File: config.mk
export PLATFORM = sky130hd
export DESIGN_NAME = lowbit_group_mac
export DESIGN_NICKNAME = d
export VERILOG_FILES = /design/src/rtl/lbmac_pkg.sv /design/src/rtl/lbmac_term.sv /design/src/rtl/lbmac_accum.sv /design/src/rtl/lowbit_group_mac.sv
export SDC_FILE = /design/constraint.sdc
export NUM_CORES = 1
export LEC_CHECK = 0
export ABC_AREA = 0
export BUFFER_PORTS_ARGS = -buffer_cell sky130_fd_sc_hd__buf_4
export CORE_MARGIN = 3
export CORE_UTILIZATION = 45
export CTS_CLUSTER_DIAMETER = 200
export DETAILED_ROUTE_END_ITERATION = 10
export GPL_TIMING_DRIVEN = 1
export PLACE_DENSITY = 0.69
export SLEW_MARGIN = 15
export SYNTH_ARGS = -nofsm -noshare
export SYNTH_HDL_FRONTEND = slang
export SYNTH_HIERARCHICAL = 1
export SYNTH_SLANG_ARGS = --single-unit
File: constraint.sdc
create_clock -name clk -period 2.5 [get_ports clk]
set_input_delay 0.5 -clock clk [delete_from_list [all_inputs] [get_ports clk]]
set_output_delay 0.5 -clock clk [all_outputs]
set_load 0.01 [all_outputs]
File: src/rtl/lbmac_pkg.sv
package lbmac_pkg;

    // Largest exponent code for an exponent field of ew bits.
    function automatic int emax_of(input int ew);
        return (1 << ew) - 1;
    endfunction

    // Width of one shifted product magnitude.
    function automatic int term_width(input int ew, input int mw);
        return 2 * mw + (1 << (ew + 1)) - 2;
    endfunction

endpackage

File: src/rtl/lbmac_term.sv
module lbmac_term
    import lbmac_pkg::*;
#(
    parameter int EXP_W  = 2,
    parameter int MAN_W  = 4,
    parameter int TERM_W = term_width(EXP_W, MAN_W)
) (
    input  logic                     w_sgn,
    input  logic [EXP_W-1:0]         w_exp,
    input  logic [MAN_W-1:0]         w_man,
    input  logic                     a_sgn,
    input  logic [EXP_W-1:0]         a_exp,
    input  logic [MAN_W-1:0]         a_man,
    output logic signed [TERM_W:0]   term
);
    localparam int FRAC_W = MAN_W + 1;
    localparam int PROD_W = 2 * FRAC_W;
    localparam int SH_W   = EXP_W + 1;
    localparam int EMAX   = emax_of(EXP_W);
    localparam logic [SH_W-1:0] SH_BASE = SH_W'(2 * EMAX);

    logic [EXP_W-1:0]  op_exp  [2];
    logic [MAN_W-1:0]  op_man  [2];
    logic [FRAC_W-1:0] op_frac [2];
    logic [1:0]        op_live;

    assign op_exp[0] = w_exp;
    assign op_exp[1] = a_exp;
    assign op_man[0] = w_man;
    assign op_man[1] = a_man;

    // Per-operand hidden-one restore and zero-code detect.
    for (genvar g = 0; g < 2; g++) begin : g_op
        assign op_frac[g] = {1'b1, op_man[g]};
        assign op_live[g] = |op_exp[g];
    end

    logic [PROD_W-1:0] prod;
    logic [SH_W-1:0]   exp_sum;
    logic [SH_W-1:0]   shamt;
    logic [TERM_W-1:0] mag;
    logic              neg;

    always_comb begin
        prod    = PROD_W'(op_frac[0]) * PROD_W'(op_frac[1]);
        exp_sum = SH_W'(op_exp[0]) + SH_W'(op_exp[1]);
        shamt   = SH_BASE - exp_sum;
        mag     = TERM_W'(prod) << shamt;
        neg     = w_sgn ^ a_sgn;
        if (&op_live) begin
            term = neg ? -$signed({1'b0, mag}) : $signed({1'b0, mag});
        end else begin
            term = '0;
        end
    end

endmodule

File: src/rtl/lbmac_accum.sv
module lbmac_accum #(
    parameter int TERM_W = 14,
    parameter int ACC_W  = 19
) (
    input  logic                     clk,
    input  logic                     rst_n,
    input  logic                     in_valid,
    input  logic                     in_first,
    input  logic                     in_last,
    input  logic signed [TERM_W:0]   term,
    output logic                     out_valid,
    output logic signed [ACC_W-1:0]  out_psum
);
    typedef struct packed {
        logic signed [ACC_W-1:0] acc;
        logic                    done;
        logic                    vld;
        logic signed [ACC_W-1:0] psum;
    } st_t;

    st_t st_d, st_q;
    logic signed [ACC_W-1:0] base;

    always_comb begin
        st_d      = st_q;
        st_d.vld  = st_q.done;
        st_d.done = 1'b0;
        base      = in_first ? '0 : st_q.acc;
        if (st_q.done) begin
            st_d.psum = st_q.acc;
        end
        if (in_valid) begin
            st_d.acc  = base + ACC_W'(term);
            st_d.done = in_last;
        end
    end

    always_ff @(posedge clk or negedge rst_n) begin
        if (!rst_n) begin
            st_q <= '0;
        end else begin
            st_q <= st_d;
        end
    end

    assign out_valid = st_q.vld;
    assign out_psum  = st_q.psum;

endmodule

File: src/rtl/lowbit_group_mac.sv
module lowbit_group_mac
    import lbmac_pkg::*;
#(
    parameter int EXP_W = 2,
    parameter int MAN_W = 4,
    parameter int KER   = 3,
    parameter int ACC_W = term_width(EXP_W, MAN_W) + $clog2(KER * KER) + 1
) (
    input  logic                    clk,
    input  logic                    rst_n,
    input  logic                    in_valid,
    input  logic                    in_first,
    input  logic                    in_last,
    input  logic                    w_sgn,
    input  logic [EXP_W-1:0]        w_exp,
    input  logic [MAN_W-1:0]        w_man,
    input  logic                    a_sgn,
    input  logic [EXP_W-1:0]        a_exp,
    input  logic [MAN_W-1:0]        a_man,
    output logic                    out_valid,
    output logic signed [ACC_W-1:0] out_psum
);
    localparam int TERM_W = term_width(EXP_W, MAN_W);

    logic signed [TERM_W:0] term;

    lbmac_term #(
        .EXP_W  (EXP_W),
        .MAN_W  (MAN_W),
        .TERM_W (TERM_W)
    ) u_term (
        .w_sgn (w_sgn),
        .w_exp (w_exp),
        .w_man (w_man),
        .a_sgn (a_sgn),
        .a_exp (a_exp),
        .a_man (a_man),
        .term  (term)
    );

    lbmac_accum #(
        .TERM_W (TERM_W),
        .ACC_W  (ACC_W)
    ) u_accum (
        .clk       (clk),
        .rst_n     (rst_n),
        .in_valid  (in_valid),
        .in_first  (in_first),
        .in_last   (in_last),
        .term      (term),
        .out_valid (out_valid),
        .out_psum  (out_psum)
    );

endmodule

==> results.yml <==
floorplan:
  core_mm2: 0.00946
  core.rowCount: 35
  dieArea_mm2: 0.0112
  die_x_um: 106
  pin_count: 39
  start_util_pct: 47.4
  die_y_um: 106
critical_path:
  cp-end-kind: "register"
  critPathTopFamily: "compound AO/OA/AOI/OAI gates"
  path_max_fanout: 7
  critical-path-max-stage-delay_ns: 0.53
  worst-path-buf-inv: 3
  cp.arrival_ns: 6.26
  required_ns: 2.68
  crit_path_start_kind: "input port"
  worstPathCellList: "buf_6 > and2_4 > fa_1 > inv_1 > fa_1 > fa_1 > inv_2 > ha_4 > xor2_1 > mux2_4 > and2_4 > o41ai_4 > nand4_1 > o41ai_2 > nand3_1 > o21ai_0 > ha_1 > a21o_1 > a211o_1 > a2111o_1 > a221oi_2 > xnor2_1 > mux2_4"
  worst_path_max_delay_cell: "fa_1"
  worstSetupPathType: "input port to register"
  cpMostUsedCell: "fa_1"
hold_path:
  hold_class: "input port to async pin"
synthesis:
  synthFlopType: "dfrtp_1"
  ys_ff_latch: 40
  synth.largest_area_cell: "dfrtp_1"
  synthCells: 502
  ys_async_sr_fraction_pct: 100
  synth.area.top_cells: "dfrtp_1, ha_1, mux2_2, fa_1, nor2_1"
  yosysWarnings: 6
  synth_nets: 569
  synth_area_per_cell_um2: 8.94
  synth_edf_count: 0
  synthesis.area_mm2: 0.00449
  yosys.area.top_type_share_pct: 22.3
  ys_types: 80
  ys_seq_area_share_pct: 22.3
timing:
  fin_skew_ns: 0.00800
  setup_violations: 18
  worst_slew_pin_slew_ns: 0.829
  max_freq_mhz: 164
  whs_ns: 0.165
  rsz0062_at_grt: "yes"
  period_share_pct: 243
  fin_crit_ns: 6.08
  hold_viol: 0
  drv_slew: 0
  worst_slack_ns: -3.58
  slew_headroom_pct: 44.7
cells_and_area:
  antenna_cells: 0
  final_cell_mix: "buf_4, dfrtp_1, nor2_1, buf_6, ha_1"
  post-route-util_pct: 70.2
  fillCellCount: 697
  final_net_count: 732
  final_common_cell: "buf_4"
  fin_area_mm2: 0.00664
  drive_above_1_share_pct: 50.9
  area_delta_synth_final_pct: 48.1
detailed_routing:
  wl_um: 12800
  dr.pass1.iters: 5
  wl_per_cell_um: 16.1
  drc: 0
  via_count: 4474
  vias_per_cell: 5.63
  drt_iter0_drc: 231
  drtAntennaViolNets: 0
clock_network:
  h-tree-depth: 2
  clock-root-buffer: "clkbuf_8"
  clockBufferDepth: 2
  insertion_delay_ns: 0.29
  postCtsHoldBufs: 0
  cts_buffers: 5
  cts_tree: "built"
  clkTransAtPathRegs_ns: 0.07
  clock-sinks: 40
placement:
  dpl.hpwl_um: 9510
  io_buffers: 38
  dpl-instance-area_mm2: 0.00594
  post-place-ws_ns: -3.82
  place_congestion: 0.890
global_route:
  grt-ovfl-total: 0
  gr-usage-all-layers_pct: 22.8
  grt_pass1_wl_um: 21200
  grt_max_degree: 41
  antenna_found_initial: 0
  grt_pass1_vias: 4581
pwr:
  comb_power_share_pct: 69.6
  leakagePower_uw: 0.00307
  switching_share_pct: 39.8
  total_power_uw: 5240
  power.density_mw_per_mm2: 789
  p_clk_share_pct: 9.9
  intPower_uw: 3150
  netSwitchingPower_uw: 2090
  vdd_drop_max_uv: 545
  seqPwrFrac_pct: 20.5
job:
  cap_violations: 0
outcome:
  status: "finished, violations left"
  violations: "negative setup slack"
==> logic make-up (layout without fill, tap and decap cells) <==
family	count (synthesis)	in the layout	share of synthesized area, %
XOR/XNOR	21	21	4.10
adder cells (fa/ha/maj)	48	48	15.2
flip-flops	40	40	22.3
multiplexers	36	36	9.23
AO/OA/AOI/OAI	133	133	21.7
AND/OR/NAND/NOR	158	158	19.1
buffers and inverters	66	230	8.26
==> final timing paths <==
kind,startpoint,to,slack [ns],cells after the start
worst max-delay path,w_man[1],u_accum/st_q[38]$_DFFE_PN0P_,-3.58,23
worst min-delay path,rst_n,u_accum/out_psum[11]$_DFFE_PN0P_,0.16,1
worst max register to register,u_accum/st_q[21]$_DFFE_PN0P_,u_accum/st_q[39]$_DFFE_PN0P_,-0.04,11
worst min register to register,u_accum/out_psum[4]$_DFFE_PN0P_,u_accum/out_psum[4]$_DFFE_PN0P_,0.51,1
max in group asynchronous,rst_n,u_accum/st_q[22]$_DFFE_PN0P_,1.97,1
min in group clk,in_last,u_accum/st_d[19]$_DFF_PN0_,0.43,2
==> registers in the layout, summed over array words and instances (netlist names) <==
signal and cells:
u_accum/st_d 1, u_accum/out_valid 1, u_accum/out_psum 19, u_accum/st_q 19
==> final cells by class <==
type,count,area (um2),area share [%]
Inverter,26,115,1.73
Timing Repair Buffer,196,1570,23.7
Clock buffer,6,72.6,1.09
Multi-Input combinational cell,396,3680,55.4
Sequential cell,40,1000,15.1
Clock inverter,2,35.0,0.528
Tap cell,129,161,2.43
==> metal layers <==
metal / up-vias / wire, um / track usage (%)
met5: - / 0 / 0
li1: 2147 / - / -
met3: 25 / 642 / 3.49
met4: 0 / 208 / 5.55
met1: 2176 / 5770 / 30.4
met2: 126 / 6180 / 38.8
==> repair_timing <==
| item | in CTS | in global routing |
|---|---|---|
| endpoints found under the setup margin | 18 | 18 |
| buffers inserted | 13 | 3 |
| pin swaps | 30 | 23 |
| resized for setup | 64 | 44 |
==> worst register-to-register path, stage by stage, from the launching register on <==
cell and delay, ns:
dfrtp_1 0.35, nor2b_1 0.14, ha_2 0.20, inv_2 0.04, fa_1 0.38, nor2b_1 0.16, o31a_1 0.30, o211ai_4 0.14
buf_6 0.14, nand3_2 0.04, or4b_1 0.45, o211ai_1 0.12
==> metrics by stage <==
step	cells	setup TNS, ns
after floorplan	502	-44.46
after global placement	773	-51.40
after detailed placement	773	-52.13
after CTS	794	-45.61
after global routing	795	-49.51
final	795	-46.46
==> power groups by stage <==
stage | Clock, uW | Sequential [uW] | Combinational [uW]
CTS | 540 | 1070 | 3420
global route | 565 | 1110 | 3950
global placement | 0 | 1060 | 3080
floorplan | 0 | 1020 | 2120
finish | 519 | 1070 | 3650
detailed placement | 0 | 1080 | 3160
==> synth_stat cells, types with 9 or more instances <==
| cell | n |
|---|---|
| mux2_2 | 29 |
| ha_1 | 37 |
| inv_1 | 25 |
| nor2b_1 | 21 |
| buf_4 | 19 |
| nor2_1 | 40 |
| a21oi_1 | 25 |
| o21a_1 | 9 |
| clkbuf_1 | 11 |
| dfrtp_1 | 40 |
| nand2_1 | 26 |
| o21ai_0 | 15 |
| and2_1 | 12 |
| xnor2_1 | 15 |
| fa_1 | 11 |
Note: power is estimated with default switching activity, not from simulation.
